$ cat config.mk
export PLATFORM = sky130hd
export DESIGN_NAME = sarseq_core
export DESIGN_NICKNAME = d
export VERILOG_FILES = /design/src/rtl/sarseq_pkg.sv /design/src/rtl/sarseq_busgate.sv /design/src/rtl/sarseq_divider.sv /design/src/rtl/sarseq_sar.sv /design/src/rtl/sarseq_core.sv
export SDC_FILE = /design/constraint.sdc
export NUM_CORES = 1
export LEC_CHECK = 0
export ABC_CLOCK_PERIOD_IN_PS = 6000
export BUFFER_PORTS_ARGS = -buffer_cell sky130_fd_sc_hd__buf_2
export CAP_MARGIN = 5
export CELL_PAD_IN_SITES_DETAIL_PLACEMENT = 2
export CELL_PAD_IN_SITES_GLOBAL_PLACEMENT = 2
export CORE_ASPECT_RATIO = 0.75
export CORE_UTILIZATION = 30
export DETAILED_ROUTE_END_ITERATION = 8
export PLACE_DENSITY_LB_ADDON = 0.1
export SYNTH_ARGS = -nofsm -noshare
export SYNTH_HDL_FRONTEND = slang
export SYNTH_SLANG_ARGS = --single-unit
$ cat constraint.sdc
create_clock -name clk -period 6 [get_ports clk]
set_input_delay 0.6 -clock clk [delete_from_list [all_inputs] [get_ports clk]]
set_output_delay 0.6 -clock clk [all_outputs]
set_load 0.03 [all_outputs]
$ cat src/rtl/sarseq_pkg.sv
package sarseq_pkg;
   typedef enum logic [1:0] {
      PH_IDLE  = 2'd0,
      PH_DATA  = 2'd1,
      PH_RANGE = 2'd2,
      PH_XFER  = 2'd3
   } sar_phase_e;
endpackage

$ cat src/rtl/sarseq_busgate.sv
// Samples host bus activity on the falling clock edge; the result tells the
// following rising edge whether it may strobe the comparator.
module sarseq_busgate #(
   parameter bit SLIP_EN = 1'b1
) (
   input  logic clk,
   input  logic rst_n,
   input  logic bus_sel_n,
   input  logic bus_rd_n,
   input  logic bus_wr_n,
   output logic bus_hold
);
   generate
      if (SLIP_EN) begin : g_sample
         logic hold_q;
         always_ff @(negedge clk or negedge rst_n) begin
            if (!rst_n) hold_q <= 1'b0;
            else        hold_q <= !bus_sel_n && (!bus_rd_n || !bus_wr_n);
         end
         assign bus_hold = hold_q;
      end else begin : g_never
         logic unused_bus;
         assign unused_bus = bus_sel_n ^ bus_rd_n ^ bus_wr_n;
         assign bus_hold   = 1'b0;
      end
   endgenerate
endmodule

$ cat src/rtl/sarseq_divider.sv
// Trial-period counter: counts DIV input clocks per trial and freezes on its
// last count while a decision is deferred.
module sarseq_divider #(
   parameter int DIV = 4
) (
   input  logic clk,
   input  logic rst_n,
   input  logic load,
   input  logic run,
   input  logic stall,
   output logic at_end
);
   localparam int CW = (DIV > 1) ? $clog2(DIV) : 1;

   generate
      if (DIV < 2) begin : g_bad_div
         $error("sarseq_divider: DIV must be at least 2");
      end
   endgenerate

   logic [CW-1:0] cnt;

   assign at_end = (cnt == CW'(DIV - 1));

   always_ff @(posedge clk or negedge rst_n) begin
      if (!rst_n)                cnt <= '0;
      else if (load)             cnt <= CW'(1);
      else if (run && !stall)    cnt <= at_end ? '0 : cnt + CW'(1);
   end

   // the edge that accepts a start is edge 1 of the first trial
   a_r3_first_count: assert property (@(posedge clk) disable iff (!rst_n)
      load |=> (cnt == CW'(1)));
   // a deferred decision stays pending on the next edge
   a_r8_stall_keeps_end: assert property (@(posedge clk) disable iff (!rst_n)
      stall |=> at_end);
endmodule

$ cat src/rtl/sarseq_sar.sv
// Successive-approximation register: trial bit walking, range flag capture
// and the DAC code multiplexer.
module sarseq_sar #(
   parameter int W = 12
) (
   input  logic         clk,
   input  logic         rst_n,
   input  logic         load,
   input  logic         dec_data,
   input  logic         dec_range,
   input  logic         range_trial,
   input  logic         comp,
   output logic [W-1:0] dac_code,
   output logic [W-1:0] data,
   output logic         oor,
   output logic         last_bit
);
   localparam int BW = $clog2(W);
   localparam logic [W-1:0] MSB_CODE = {1'b1, {(W-1){1'b0}}};

   generate
      if (W < 2) begin : g_bad_w
         $error("sarseq_sar: W must be at least 2");
      end
   endgenerate

   logic [W-1:0]  code;
   logic [BW-1:0] bidx;

   assign last_bit = (bidx == '0);
   assign data     = code;
   assign dac_code = range_trial ? {W{1'b1}} : code;

   always_ff @(posedge clk or negedge rst_n) begin
      if (!rst_n) begin
         code <= '0;
         bidx <= '0;
         oor  <= 1'b0;
      end else if (load) begin
         code <= MSB_CODE;
         bidx <= BW'(W - 1);
         oor  <= 1'b0;
      end else if (dec_data) begin
         code[bidx] <= comp;
         if (bidx != '0) begin
            code[bidx - BW'(1)] <= 1'b1;
            bidx                <= bidx - BW'(1);
         end
      end else if (dec_range) begin
         oor <= comp;
      end
   end

   // a data decision settles one bit and raises at most the next one
   a_r4_one_bit_step: assert property (@(posedge clk) disable iff (!rst_n)
      dec_data |=> ($countones(code ^ $past(code)) <= 2));
endmodule

$ cat src/rtl/sarseq_core.sv
module sarseq_core #(
   parameter int DATA_W  = 12,
   parameter int DIV     = 4,
   parameter bit SLIP_EN = 1'b1
) (
   input  logic              clk,
   input  logic              rst_n,
   input  logic              start_i,
   input  logic              comp_i,
   input  logic              bus_sel_n,
   input  logic              bus_rd_n,
   input  logic              bus_wr_n,
   output logic [DATA_W-1:0] dac_code_o,
   output logic [DATA_W:0]   word_o,
   output logic              word_wr_o
);
   import sarseq_pkg::*;

   localparam int WORD_W = DATA_W + 1;

   sar_phase_e        phase;
   logic              start_q, start_rise, accept;
   logic              bus_hold, at_end, decide_slot, stall, strobe;
   logic              dec_data, dec_range, xfer_done;
   logic              last_bit, oor;
   logic [DATA_W-1:0] data;

   assign start_rise  = start_i && !start_q;
   assign accept      = (phase == PH_IDLE) && start_rise;
   assign decide_slot = (phase == PH_DATA) || (phase == PH_RANGE);
   assign stall       = decide_slot && at_end && bus_hold;
   assign strobe      = decide_slot && at_end && !bus_hold;
   assign dec_data    = strobe && (phase == PH_DATA);
   assign dec_range   = strobe && (phase == PH_RANGE);
   assign xfer_done   = (phase == PH_XFER) && at_end;

   sarseq_busgate #(.SLIP_EN(SLIP_EN)) u_gate (
      .clk(clk), .rst_n(rst_n), .bus_sel_n(bus_sel_n),
      .bus_rd_n(bus_rd_n), .bus_wr_n(bus_wr_n), .bus_hold(bus_hold));

   sarseq_divider #(.DIV(DIV)) u_div (
      .clk(clk), .rst_n(rst_n), .load(accept),
      .run(phase != PH_IDLE), .stall(stall), .at_end(at_end));

   sarseq_sar #(.W(DATA_W)) u_sar (
      .clk(clk), .rst_n(rst_n), .load(accept), .dec_data(dec_data),
      .dec_range(dec_range), .range_trial(phase == PH_RANGE),
      .comp(comp_i), .dac_code(dac_code_o), .data(data),
      .oor(oor), .last_bit(last_bit));

   always_ff @(posedge clk or negedge rst_n) begin
      if (!rst_n) begin
         start_q   <= 1'b0;
         phase     <= PH_IDLE;
         word_o    <= '0;
         word_wr_o <= 1'b0;
      end else begin
         start_q   <= start_i;
         word_wr_o <= 1'b0;
         unique case (phase)
            PH_IDLE:  if (accept) phase <= PH_DATA;
            PH_DATA:  if (dec_data && last_bit) phase <= PH_RANGE;
            PH_RANGE: if (dec_range) phase <= PH_XFER;
            PH_XFER:  if (xfer_done) begin
                         phase     <= PH_IDLE;
                         word_o    <= WORD_W'({oor, data});
                         word_wr_o <= 1'b1;
                      end
            default:  phase <= PH_IDLE;
         endcase
      end
   end

   // the transfer strobe lasts one cycle
   a_r6_single_strobe: assert property (@(posedge clk) disable iff (!rst_n)
      word_wr_o |=> !word_wr_o);
   // a deferred decision leaves the trial code untouched
   a_r7_defer_holds_code: assert property (@(posedge clk) disable iff (!rst_n)
      stall |=> $stable(dac_code_o));
endmodule

# ---- Word level (Yosys, flattened, before mapping)
# Index checks and enable logic that the tools add are counted.
dict set report word_totals {
  output_inout_bits 26
  input_bits 7
  ff_bits 37
}
dict set report classes {
  n_addsub 2
  eq_ne 9
  bitwise 1
  mux 25
  reduce_logical 33
  magnitude_cmp 4
}
# cell n
set op_table {}
lappend op_table {{12-bit 2-to-1 mux} 4}
lappend op_table {{2-bit 2-to-1 mux} 7}
lappend op_table {{1-bit logical AND} 13}
lappend op_table {{12-bit bitwise mux} 1}
lappend op_table {{4-bit 2-to-1 mux} 3}
lappend op_table {{12-bit OR} 1}
lappend op_table {{4-bit by 5-bit < comparator with 1-bit output, second input constant} 2}
lappend op_table {{2-bit nonzero test} 5}
lappend op_table {{1-bit demux with 4-bit select} 2}
lappend op_table {{4-bit by 1-bit >= comparator with 1-bit output, second input constant} 2}
lappend op_table {{2-bit inequality test, second input constant} 4}
lappend op_table {{2-bit one-hot mux with 4 select lines} 1}
lappend op_table {{1-bit 2-to-1 mux} 7}
lappend op_table {{2-bit equality test, second input constant} 3}
lappend op_table {{1-bit logical NOT} 6}
lappend op_table {{2-bit AND reduction} 3}
lappend op_table {{4-bit logical NOT} 1}
lappend op_table {{4-bit AND reduction} 1}
lappend op_table {{4-bit nonzero test} 1}
lappend op_table {{4-bit by 1-bit subtractor with 4-bit output, second input constant} 1}
lappend op_table {{2-bit by 1-bit adder with 2-bit output, second input constant} 1}
lappend op_table {{2-bit by 1-bit equality test with 1-bit output, second input constant} 1}
lappend op_table {{2-bit logical NOT} 1}
lappend op_table {{1-bit logical OR} 2}
lappend op_table {{2-bit by 1-bit inequality test with 1-bit output, second input constant} 1}

# ---- Logic depth before layout (Yosys ltp)
dict set report depth {
  depth_word 9
  ltp_mapped 8
}

# ---- Hierarchy
# Synthesis repeated with hierarchy kept, for this count alone.
dict set report hier_totals {
  hier_cells 211
  area_unflattened_um2 2103.3
}
# module area_each_um2 cells_per_inst n_inst
set modules_own_cells {}
lappend modules_own_cells {sarseq_sar 1228.7 145 1}
lappend modules_own_cells {sarseq_core 738.2 56 1}
lappend modules_own_cells {sarseq_divider 102.6 8 1}
lappend modules_own_cells {sarseq_busgate 33.8 2 1}

==> flow_metrics.env <==
export IMPL_timing_critical_path_required_ps=6150
export IMPL_path_class="flip-flop to flip-flop"
export IMPL_ys_warn_count=0
export IMPL_tightest_slew_ps=818.3
export IMPL_p_switching_w=0.0005866
export IMPL_routed_wl_um=6135
export IMPL_clock_sinks=37
export IMPL_via_per_inst=5.451
export IMPL_antenna_found_initial=0
export IMPL_synthDistinctLibCells=53
export IMPL_clkTransAtPathRegs_ps=80
export IMPL_synth_top_family_by_area="simple AND/OR/NAND/NOR gates"
export IMPL_fin_nets=252
export IMPL_worst_skew_pair_late_latency_ps=310
export IMPL_worstSetupStartpointType="flip-flop"
export IMPL_status="completed"
export IMPL_grt_max_degree=38
export IMPL_seq_power_share_pct=31.8
export IMPL_yosys_register_bits=37
export IMPL_rows=26
export IMPL_drc=0
export IMPL_synth_commonest_cells="dfrtp_1 (36), nor2_1 (14), mux2_2 (13), or2_2 (12), a21oi_1 (11)"
export IMPL_ys_flop_type="dfrtp_1"
export IMPL_endpoint_kind="flip-flop"
export IMPL_cts_root_buf="clkbuf_8"
export IMPL_p_comb_share_pct=53.0
export IMPL_cts_tree="done"
export IMPL_synth_cells=206
export IMPL_grt_ovfl_total=0
export IMPL_rsz0062_at_grt="false"
export IMPL_die_height_um=74.80
export IMPL_synthTopCellsByArea="dfrtp_1 (43%), mux2_2 (6.9%), ha_1 (5.9%)"
export IMPL_hold_ws_ps=336.7
export IMPL_ys_async_sr_fraction_pct=100.0
export IMPL_die_w_um=99.06
export IMPL_synth_seq_area_share_pct=43.68
export IMPL_synthXorXnorAreaFrac_pct=0.4132
export IMPL_p_int_w=0.0006446
export IMPL_track_usage_pct=18.14
export IMPL_worst_path_max_fanout=20
export IMPL_grt_pass1_wl_um=10030
export IMPL_post_cts_resize_count=0
export IMPL_syn_nets=223
export IMPL_hold_path_class="input pin to async pin"
export IMPL_wl_per_cell_um=19.23
export IMPL_arrival_ps=5100
export IMPL_tns_ps=0
export IMPL_slowest_stage="and4b_1"
export IMPL_vdd_ir_drop_max_uv=185.1
export IMPL_synth_top_cell_area_share_pct=42.50
export IMPL_drtPass1Iterations=4
export IMPL_grt_pass1_vias=1895
export IMPL_synthMuxAreaShare_pct=10.27
export IMPL_yosys_area_share_simple_pct=17.41
export IMPL_final_setup_viol_count=0
export IMPL_syn_to_final_growth_pct=14.05
export IMPL_coreArea_sq_um=6832
export IMPL_synth_top_cell_by_area="dfrtp_1"
export IMPL_clkPwrFrac_pct=15.2
export IMPL_vias=1739
export IMPL_postCtsSetupBuffers=0
export IMPL_drive_gt1_share_pct=31.49
export IMPL_drv_slew=0
export IMPL_synth_area_per_cell_sq_um=10.29
export IMPL_ant_nets=0
export IMPL_clock_path_buffers=2
export IMPL_synth_compound_area_share_pct=17.30
export IMPL_start_util_pct=31.03
export IMPL_drt_iter0_drc=54
export IMPL_yosys_area_share_adder_pct=5.903
export IMPL_cap_viol_max_count=0
export IMPL_cts_made_buffers=5
export IMPL_synth_most_common_cell="dfrtp_1"
export IMPL_hold_viol_final=0
export IMPL_skew_ps=9.397
export IMPL_port_buffers=32
export IMPL_n_antenna_cell=0
export IMPL_die_area_sq_um=7409
export IMPL_critPathMaxStageDelay_ps=710
export IMPL_cp_cell_sequence="and4b_1, nand2_1, a2111oi_1, o31ai_1"
export IMPL_synth_edf_count=0
export IMPL_swShare_pct=47.64
export IMPL_dp_hpwl_um=4534
export IMPL_p_per_area_nw_per_um2=509.3
export IMPL_p_leak_nw=1.145
export IMPL_pin_count=33
export IMPL_syn_cell_area_sq_um=2120
export IMPL_cts_hold_buf=0
export IMPL_relSlewSlack_pct=45.21
export IMPL_ctsHtreeMaxLevel=2
export IMPL_gp_congestion=0.8272
[power groups by stage]
| stage | Clock (W) | Sequential [W] | Combinational, W |
|---|---|---|---|
| 6_report | 0.000187 | 0.000392 | 0.000652 |
| 5_1_grt | 0.000203 | 0.000404 | 0.000708 |
| 4_1_cts | 0.000192 | 0.000394 | 0.000661 |
| 3_5_place_dp | 0 | 0.000399 | 0.000657 |
| 3_3_place_gp | 0 | 0.000389 | 0.000623 |
| 2_1_floorplan | 0 | 0.000410 | 0.000456 |
[routing by layer]
metal | share of wire, % | global-route usage, %
met2 | 47 | 31.31
met5 | 0 | 0
met4 | 1.1 | 6.209
met3 | 3.9 | 4.271
met1 | 48 | 22.85
[kinds of logic (layout without fill, tap and decap cells)]
logic type | Yosys count | after routing
AO/OA/AOI/OAI | 51 | 51
multiplexers | 20 | 20
XOR/XNOR | 1 | 1
flip-flops | 37 | 37
buffers and inverters | 22 | 51
adder cells (fa/ha/maj) | 10 | 10
AND/OR/NAND/NOR | 65 | 65
[sequential cells by signal (all words and copies together) (netlist names)]
signal	cells
u_sar.data	12
phase	2
start_q	1
u_sar.oor	1
u_div.cnt	2
word_wr_o	1
u_gate.bus_hold	1
u_sar.bidx	4
word_o	13
[final cells by class]
cell class / instances / area (sq um)
flip-flops and latches: 37 / 925.9
multi-input cells: 147 / 1087
repair buffers: 33 / 167.7
clock inverters: 1 / 7.507
inverters: 11 / 41.29
clock buffers: 6 / 82.58
fillers: 769 / 4414
well taps: 84 / 105.1
[path summary, 6_finish.rpt]
path	from	endpoint	slack [ps]	depth (start not counted)
max in group asynchronous	rst_n	u_gate.bus_hold	2390	2
worst max-delay path	u_gate.bus_hold	u_sar.data[5]	1050	4
worst max register to register	u_gate.bus_hold	u_sar.data[5]	1050	4
worst min register to register	u_div.cnt[0]	u_div.cnt[0]	500	1
min in group clk	start_i	start_q	450	1
worst min-delay path	rst_n	word_wr_o	340	2
[stage by stage]
step                      util [%]  instances  setup slack [ps]   power, W  instance area (sq um)
after floorplan                  -        206              1640  0.0008654                   2120
after global placement       34.07        312              1210   0.001012                   2327
after detailed placement     34.07        312              1100   0.001057                   2327
after CTS                    35.38        319              1061   0.001247                   2417
after global routing         35.38        319             929.2   0.001315                   2417
final                        35.38        319              1052   0.001231                   2417
[critical path: cells and delay by family, from the launching register on]
kind,cells,cell delay (ps)
AOI/OAI and AO/OA,2,550
DFF,1,370
and+or+nand+nor,2,880
[cells in the final DEF (no fill, tap or decap), types with 3 or more instances in the layout]
cell and n:
nand3b_1 3, or2_2 12, a31oi_1 5, dfrtp_1 36, mux2_2 13, nand4_1 3, nand2_1 10, inv_1 10
nand3_1 3, nor2b_1 3, nor2_1 14, mux2i_1 6, a211oi_1 3, o21ai_0 10, nor3_1 6, clkbuf_8 6
ha_1 10, buf_2 32, a21oi_1 11
(Power assumes the default switching activity.)
